$ cat src/rtl/rstseq_pkg.sv
package rstseq_pkg;

  // Phase codes are visible on the seqState port.
  typedef enum logic [2:0] {
    ST_RESET    = 3'd0,
    ST_PLL_HOLD = 3'd1,
    ST_SYS_HOLD = 3'd2,
    ST_RUN      = 3'd3,
    ST_FAIL     = 3'd4
  } seqState_t;

  // Strobes from control to the delay counter.
  typedef struct packed {
    logic cntClr;
    logic cntEn;
  } seqCtl_t;

  // Conditioned inputs and compare results from the datapath.
  typedef struct packed {
    logic hitPll;
    logic hitSys;
    logic hitInit;
    logic lockAll;
    logic memDone;
  } seqFlags_t;

endpackage

$ cat src/rtl/rstseq_sync2.sv
module rstseq_sync2 #(
  parameter int   W       = 1,
  parameter logic RST_VAL = 1'b0
) (
  input  logic         clk,
  input  logic         rstN,
  input  logic [W-1:0] d,
  output logic [W-1:0] q
);

  logic [W-1:0] stage1;

  always_ff @(posedge clk or negedge rstN) begin
    if (!rstN) begin
      stage1 <= {W{RST_VAL}};
      q      <= {W{RST_VAL}};
    end else begin
      stage1 <= d;
      q      <= stage1;
    end
  end

endmodule

$ cat src/rtl/rstseq_datapath.sv
module rstseq_datapath
  import rstseq_pkg::*;
#(
  parameter int unsigned CLK_KHZ = 50000,
  parameter int unsigned PLL_MS  = 1,
  parameter int unsigned SYS_MS  = 100,
  parameter int unsigned INIT_MS = 50,
  parameter int unsigned NUM_PLL = 2
) (
  input  logic               clk,
  input  logic               extRstN,
  input  logic [NUM_PLL-1:0] pllLocked,
  input  logic               memInitDone,
  input  seqCtl_t            ctl,
  output logic               localRstN,
  output seqFlags_t          flags
);

  localparam int unsigned PLL_CYC = CLK_KHZ * PLL_MS;
  localparam int unsigned SYS_CYC = CLK_KHZ * SYS_MS;
  localparam int unsigned INIT_CYC = CLK_KHZ * INIT_MS;
  localparam int unsigned MAX_CYC = (SYS_CYC > INIT_CYC) ? SYS_CYC : INIT_CYC;
  localparam int CNT_W = $clog2(MAX_CYC + 1);
  localparam logic [CNT_W-1:0] CNT_TOP = '1;
  localparam logic [CNT_W-1:0] PLL_LAST = CNT_W'(PLL_CYC - 1);
  localparam logic [CNT_W-1:0] SYS_LAST = CNT_W'(SYS_CYC - 1);
  localparam logic [CNT_W-1:0] INIT_LAST = CNT_W'(INIT_CYC - 1);

  logic [NUM_PLL-1:0] lockSync;
  logic               memSync;
  logic [CNT_W-1:0]   cnt;

  // Reset request: asynchronous assertion, release after two reference edges.
  rstseq_sync2 #(.W(1), .RST_VAL(1'b0)) uRstSync (
    .clk  (clk),
    .rstN (extRstN),
    .d    (1'b1),
    .q    (localRstN)
  );

  for (genvar i = 0; i < NUM_PLL; i++) begin : g_lock
    rstseq_sync2 #(.W(1), .RST_VAL(1'b0)) uLockSync (
      .clk  (clk),
      .rstN (localRstN),
      .d    (pllLocked[i]),
      .q    (lockSync[i])
    );
  end

  rstseq_sync2 #(.W(1), .RST_VAL(1'b0)) uMemSync (
    .clk  (clk),
    .rstN (localRstN),
    .d    (memInitDone),
    .q    (memSync)
  );

  // One shared, saturating delay counter serves every stage.
  always_ff @(posedge clk or negedge localRstN) begin
    if (!localRstN) begin
      cnt <= '0;
    end else if (ctl.cntClr) begin
      cnt <= '0;
    end else if (ctl.cntEn && cnt != CNT_TOP) begin
      cnt <= cnt + 1'b1;
    end
  end

  always_comb begin
    flags.hitPll  = (cnt >= PLL_LAST);
    flags.hitSys  = (cnt >= SYS_LAST);
    flags.hitInit = (cnt >= INIT_LAST);
    flags.lockAll = &lockSync;
    flags.memDone = memSync;
  end

endmodule

$ cat src/rtl/rstseq_ctrl.sv
module rstseq_ctrl
  import rstseq_pkg::*;
#(
  parameter int RETRY_ON_FAIL = 0
) (
  input  logic      clk,
  input  logic      localRstN,
  input  seqFlags_t flags,
  output seqCtl_t   ctl,
  output logic      pllRst,
  output logic      sysRst,
  output logic      initFail,
  output logic [2:0] seqState
);

  seqState_t stateQ, stateD;
  logic      lockSeenQ;
  logic      initSeenQ;
  logic      initFailQ;
  logic      pllRstQ;
  logic      sysRstQ;

  always_comb begin
    stateD = stateQ;
    ctl    = '0;
    case (stateQ)
      ST_RESET: begin
        ctl.cntClr = 1'b1;
        stateD     = ST_PLL_HOLD;
      end
      ST_PLL_HOLD: begin
        ctl.cntEn = 1'b1;
        if (flags.hitPll) stateD = ST_SYS_HOLD;
      end
      ST_SYS_HOLD: begin
        ctl.cntEn = 1'b1;
        if (lockSeenQ && !flags.lockAll) begin
          stateD = ST_RESET;
        end else if (flags.hitSys && flags.lockAll) begin
          stateD     = ST_RUN;
          ctl.cntClr = 1'b1;
        end
      end
      ST_RUN: begin
        if (!flags.lockAll) begin
          stateD = ST_RESET;
        end else if (!initSeenQ && !flags.memDone) begin
          ctl.cntEn = 1'b1;
          if (flags.hitInit) stateD = ST_FAIL;
        end
      end
      ST_FAIL: begin
        if (!flags.lockAll || RETRY_ON_FAIL != 0) stateD = ST_RESET;
      end
      default: stateD = ST_RESET;
    endcase
  end

  always_ff @(posedge clk or negedge localRstN) begin
    if (!localRstN) begin
      stateQ    <= ST_RESET;
      lockSeenQ <= 1'b0;
      initSeenQ <= 1'b0;
      initFailQ <= 1'b0;
      pllRstQ   <= 1'b1;
      sysRstQ   <= 1'b1;
    end else begin
      stateQ <= stateD;
      if (stateD == ST_RESET) begin
        lockSeenQ <= 1'b0;
      end else if (stateQ != ST_RESET && stateQ != ST_PLL_HOLD && flags.lockAll) begin
        lockSeenQ <= 1'b1;
      end
      if (stateD == ST_RESET) begin
        initSeenQ <= 1'b0;
      end else if (stateQ == ST_RUN && flags.memDone) begin
        initSeenQ <= 1'b1;
      end
      if (stateQ == ST_RUN && stateD == ST_FAIL) initFailQ <= 1'b1;
      pllRstQ <= (stateD == ST_RESET) || (stateD == ST_PLL_HOLD);
      sysRstQ <= !((stateD == ST_RUN) || (stateD == ST_FAIL));
    end
  end

  assign pllRst   = pllRstQ;
  assign sysRst   = sysRstQ;
  assign initFail = initFailQ;
  assign seqState = stateQ;

  a_r3_release_order: assert property (@(posedge clk) disable iff (!localRstN)
    !sysRstQ |-> !pllRstQ);

  a_r2_pll_after_count: assert property (@(posedge clk) disable iff (!localRstN)
    $fell(pllRstQ) |-> $past(flags.hitPll));

  a_r4_sys_needs_lock: assert property (@(posedge clk) disable iff (!localRstN)
    $fell(sysRstQ) |-> $past(flags.lockAll && flags.hitSys));

  a_r5_lock_loss: assert property (@(posedge clk) disable iff (!localRstN)
    (stateQ == ST_RUN && !flags.lockAll) |=> (stateQ == ST_RESET && pllRstQ && sysRstQ));

  a_r7_fail_sticky: assert property (@(posedge clk) disable iff (!localRstN)
    initFailQ |=> initFailQ);

  a_r7_fail_on_timeout: assert property (@(posedge clk) disable iff (!localRstN)
    $rose(initFailQ) |-> $past(flags.hitInit && !flags.memDone));

endmodule

$ cat src/rtl/staged_reset_seq.sv
module staged_reset_seq
  import rstseq_pkg::*;
#(
  parameter int unsigned CLK_KHZ       = 50000,
  parameter int unsigned PLL_MS        = 1,
  parameter int unsigned SYS_MS        = 100,
  parameter int unsigned INIT_MS       = 50,
  parameter int unsigned NUM_PLL       = 2,
  parameter int          RETRY_ON_FAIL = 0
) (
  input  logic               clk,
  input  logic               extRstN,
  input  logic [NUM_PLL-1:0] pllLocked,
  input  logic               memInitDone,
  output logic               pllRst,
  output logic               sysRst,
  output logic               initFail,
  output logic [2:0]         seqState
);

  logic      localRstN;
  seqCtl_t   ctl;
  seqFlags_t flags;

  rstseq_datapath #(
    .CLK_KHZ (CLK_KHZ),
    .PLL_MS  (PLL_MS),
    .SYS_MS  (SYS_MS),
    .INIT_MS (INIT_MS),
    .NUM_PLL (NUM_PLL)
  ) uPath (
    .clk         (clk),
    .extRstN     (extRstN),
    .pllLocked   (pllLocked),
    .memInitDone (memInitDone),
    .ctl         (ctl),
    .localRstN   (localRstN),
    .flags       (flags)
  );

  rstseq_ctrl #(
    .RETRY_ON_FAIL (RETRY_ON_FAIL)
  ) uCtrl (
    .clk       (clk),
    .localRstN (localRstN),
    .flags     (flags),
    .ctl       (ctl),
    .pllRst    (pllRst),
    .sysRst    (sysRst),
    .initFail  (initFail),
    .seqState  (seqState)
  );

endmodule

$ cat config.mk
export PLATFORM = sky130hd
export DESIGN_NAME = staged_reset_seq
export DESIGN_NICKNAME = d
export VERILOG_FILES = /design/src/rtl/rstseq_pkg.sv /design/src/rtl/rstseq_sync2.sv /design/src/rtl/rstseq_datapath.sv /design/src/rtl/rstseq_ctrl.sv /design/src/rtl/staged_reset_seq.sv
export SDC_FILE = /design/constraint.sdc
export NUM_CORES = 1
export LEC_CHECK = 0
export BUFFER_PORTS_ARGS = -buffer_cell sky130_fd_sc_hd__buf_2
export CORE_ASPECT_RATIO = 0.9
export CORE_UTILIZATION = 55
export CTS_CLUSTER_SIZE = 8
export DETAILED_ROUTE_END_ITERATION = 8
export PLACE_DENSITY = 0.73
export SYNTH_ARGS = -nofsm -noshare
export SYNTH_HDL_FRONTEND = slang
export SYNTH_SLANG_ARGS = --single-unit
$ cat constraint.sdc
create_clock -name clk -period 1.3 [get_ports clk]
set_input_delay 0.195 -clock clk [delete_from_list [all_inputs] [get_ports clk]]
set_output_delay 0.195 -clock clk [all_outputs]
set_load 0.01 [all_outputs]
==> results.txt <==
VDD IR-drop max -> 0.0007252 V
Finish-stage setup viols -> 31
Max Buffers Root-to-Sink -> 2
Compound-Gate Fraction of Synth Area -> 0.1260
Int Pwr -> 1.828 mW
power share of the combinational group -> 0.026
clk_skew -> 0.01541 ns
Worst setup SP type -> flip-flop
leakage power -> 1.407 nW
synthesis-stage register bit count -> 39
Inserted Clock Buffers -> 5
area grow syn2layout -> 47.55%
post-synthesis mux area share -> 0
gp weighted congestion -> 0.9211
DIE AREA -> 0.004099 sq mm
clock root buffer -> clkbuf_8
worst-path cell chain -> buf_4 -> nand2_1 -> nor4_4 -> o211ai_1 -> a311oi_4 -> o211ai_2 -> o32a_1
slowest cell on the critical path -> dfrtp_1
DR WL/cell -> 19.88 um
cell count after synthesis -> 213
n_diodes -> 0
Placed Cells -> 329
GRT Total Usage -> 0.3735
sw power -> 512.6 uW
largest net degree at the start of global routing -> 24
DRT Pass-1 Iters -> 5
HPWL Detailed -> 4.364 mm
Die Span X -> 67.38 um
CTS tree -> done
CP peak stage delay -> 0.40 ns
top_reg_cell synth -> dfrtp_1
CTS Sinks -> 39
RSZ-0062 raised after global routing -> yes
Slew Limit Fails -> 0
vias per cell -> 6.159
post-synth net total -> 219
Hold Path Class -> input port to asynchronous set/reset pin
failing checks -> negative setup slack
Post-route DRC -> 0
Clk pwr share -> 0.448
syn avg cell area -> 9.933 sq um
Synth Area in Simple Gates -> 0.2738
Fmax -> 435.4 MHz
Seq pwr share -> 0.526
DR vias -> 2174
total grt overflow -> 0
post-layout min period -> 2.297 ns
Die H -> 60.84 um
site row count -> 21
Ports -> 11
fin util -> 0.8426
leading cell types in the layout, fill and taps excluded -> buf_4 (76), dfrtp_1 (36), nor2_1 (31)
post-route setup slack -> -0.9969 ns
vias in the first global route -> 2131
Synth Area in XOR/XNOR -> 0.08693
initial core utilization -> 0.5711
main combinational cell family by area after synthesis -> simple AND/OR/NAND/NOR gates
Setup CP Type -> flip-flop to flip-flop
post-route ant nets -> 0
clk slew on worst S/H paths -> 0.09 ns
critical path capture point type -> flip-flop
H-Tree Depth -> 2
clk_lat worst skew -> 0.31 ns
Final #Nets -> 312
initial antenna violation count -> 0
max_cap viols -> 0
input/output buffers -> 10
Async SR Flop Fraction -> 1.000
layout cells sized above 1 -> 0.4528
Tcrit/Tclk final -> 1.767
run status -> complete, but fails checks
first-pass GRT wire length -> 10.63 mm
final hold viol count -> 0
Yosys warnings -> 0
Critical Path RT -> 1.50 ns
sequential share of the synthesized area -> 0.4624
Power Density -> 749.7 mW/mm^2
Synth Cell Area -> 0.002116 sq mm
Initial DRC Count -> 201
Switching Share -> 0.2190
commonest non-fill, non-tap cell in the layout -> buf_4
core area -> 0.003705 sq mm
Post-Layout Cell Count -> 353
adder-cell area share of the yosys netlist -> 0.005914
CP Max Fanout -> 6
routed wire length -> 7.019 mm
EDFF count, synth -> 0
CP arrival -> 2.49 ns
Distinct cells, synth -> 53
==> layout make-up <==
cell class,count,area [sq um]
multi-input cells,162,1225
flip-flops and latches,39,979.7
clock inverters,3,46.29
fillers,200,583.1
inverters,2,7.507
repair buffers,96,737.0
clock buffers,5,68.82
well taps,46,57.56
==> state kept, by name, indices dropped and copies added (netlist names) <==
register,flops
uPath.g_lock.uLockSync.q,2
uPath.uMemSync.stage1,1
uCtrl.sysRst,1
uCtrl.initFail,1
uCtrl.seqState,3
uPath.uRstSync.q,1
uPath.uMemSync.q,1
uCtrl.lockSeenQ,1
uPath.uRstSync.stage1,1
uPath.cnt,23
uPath.g_lock.uLockSync.stage1,2
uCtrl.initSeenQ,1
uCtrl.pllRst,1
==> routing by layer <==
metal,vias up,global-route usage,share of wire
li1,958,-,-
met1,1086,0.4666,0.41
met2,112,0.6214,0.50
met3,18,0.07331,0.067
met4,0,0.1854,0.028
met5,-,0,0
==> power by group through the flow <==
stage               sequential [mW]  combinational [mW]  clock (mW)
global placement               1.25              0.0484           0
floorplan                      1.27             0.00367           0
CTS                            1.23              0.0607        1.04
global route                   1.23              0.0685        1.10
finish                         1.23              0.0606        1.05
detailed placement             1.25              0.0512           0
==> worst max-delay path: cells and delay by family (launching register included) <==
family | cells | cell delay, ns
AO/OA/AOI/OAI | 4 | 1.11
AND/OR/NAND/NOR | 2 | 0.51
flip-flops | 1 | 0.40
buffers and inverters | 1 | 0.18
==> cell families after synthesis <==
group,Yosys count
AO/OA/AOI/OAI,31
flip-flops,39
adder cells (fa/ha/maj),1
other,1
buffers and inverters,12
XOR/XNOR,21
AND/OR/NAND/NOR,108
==> synthesized netlist by cell type, types with 3 or more instances <==
library cell / number / area share
dfrtp_1: 37 / 0.44
or3_1: 3 / 0.0089
nor2_1: 35 / 0.062
a21oi_1: 4 / 0.0095
and3_1: 3 / 0.0089
a211oi_1: 4 / 0.014
nor3_1: 8 / 0.019
nand2_1: 16 / 0.028
o211ai_1: 4 / 0.014
buf_2: 4 / 0.0095
nor4_1: 4 / 0.012
nand4_1: 8 / 0.024
xnor2_1: 10 / 0.041
xor2_1: 11 / 0.046
and4_1: 3 / 0.012
nand3_1: 14 / 0.033
==> metrics by stage <==
stage	hold slack, ns	TNS, ns	cell area (sq um)	setup WS, ns	total power [mW]
floorplan	-0.1006	-18.92	2240	-0.8599	1.274
global placement	-0.02052	-22.63	2776	-0.8035	1.301
detailed placement	-0.01090	-24.00	2776	-0.8983	1.305
CTS	0.1966	-22.90	3053	-0.8733	2.335
global route	0.1995	-26.58	3122	-1.037	2.401
finish	0.1988	-24.94	3122	-0.9969	2.340
==> final timing paths <==
kind                                                            start  depth (start not counted)                                    endpoint  slack [ns]
hold / removal                                                extRstN                          2                  uPath.uRstSync.q$_DFF_PN0_        0.20
max in group asynchronous                  uPath.uRstSync.q$_DFF_PN0_                          1                    uPath.cnt[1]$_DFFE_PN0P_        0.77
min in group clk           uPath.g_lock[1].uLockSync.stage1$_DFF_PN0_                          0       uPath.g_lock[1].uLockSync.q$_DFF_PN0_        0.35
hold reg to reg                            uPath.uRstSync.q$_DFF_PN0_                          1  uPath.g_lock[0].uLockSync.stage1$_DFF_PN0_        0.25
setup / recovery                            uPath.cnt[17]$_DFFE_PN0P_                          7                 uCtrl.lockSeenQ$_DFFE_PN0P_        -1.0
setup reg to reg                            uPath.cnt[17]$_DFFE_PN0P_                          7                 uCtrl.lockSeenQ$_DFFE_PN0P_        -1.0
==> repair_timing <==
action,in CTS,in global routing
resized for setup,13,8
setup buffers,9,5
hold endpoints to repair,5,0
pin swaps,13,9
setup endpoints to repair,31,31
hold buffers,4,0
No activity file was read; power rests on OpenSTA's default activity.
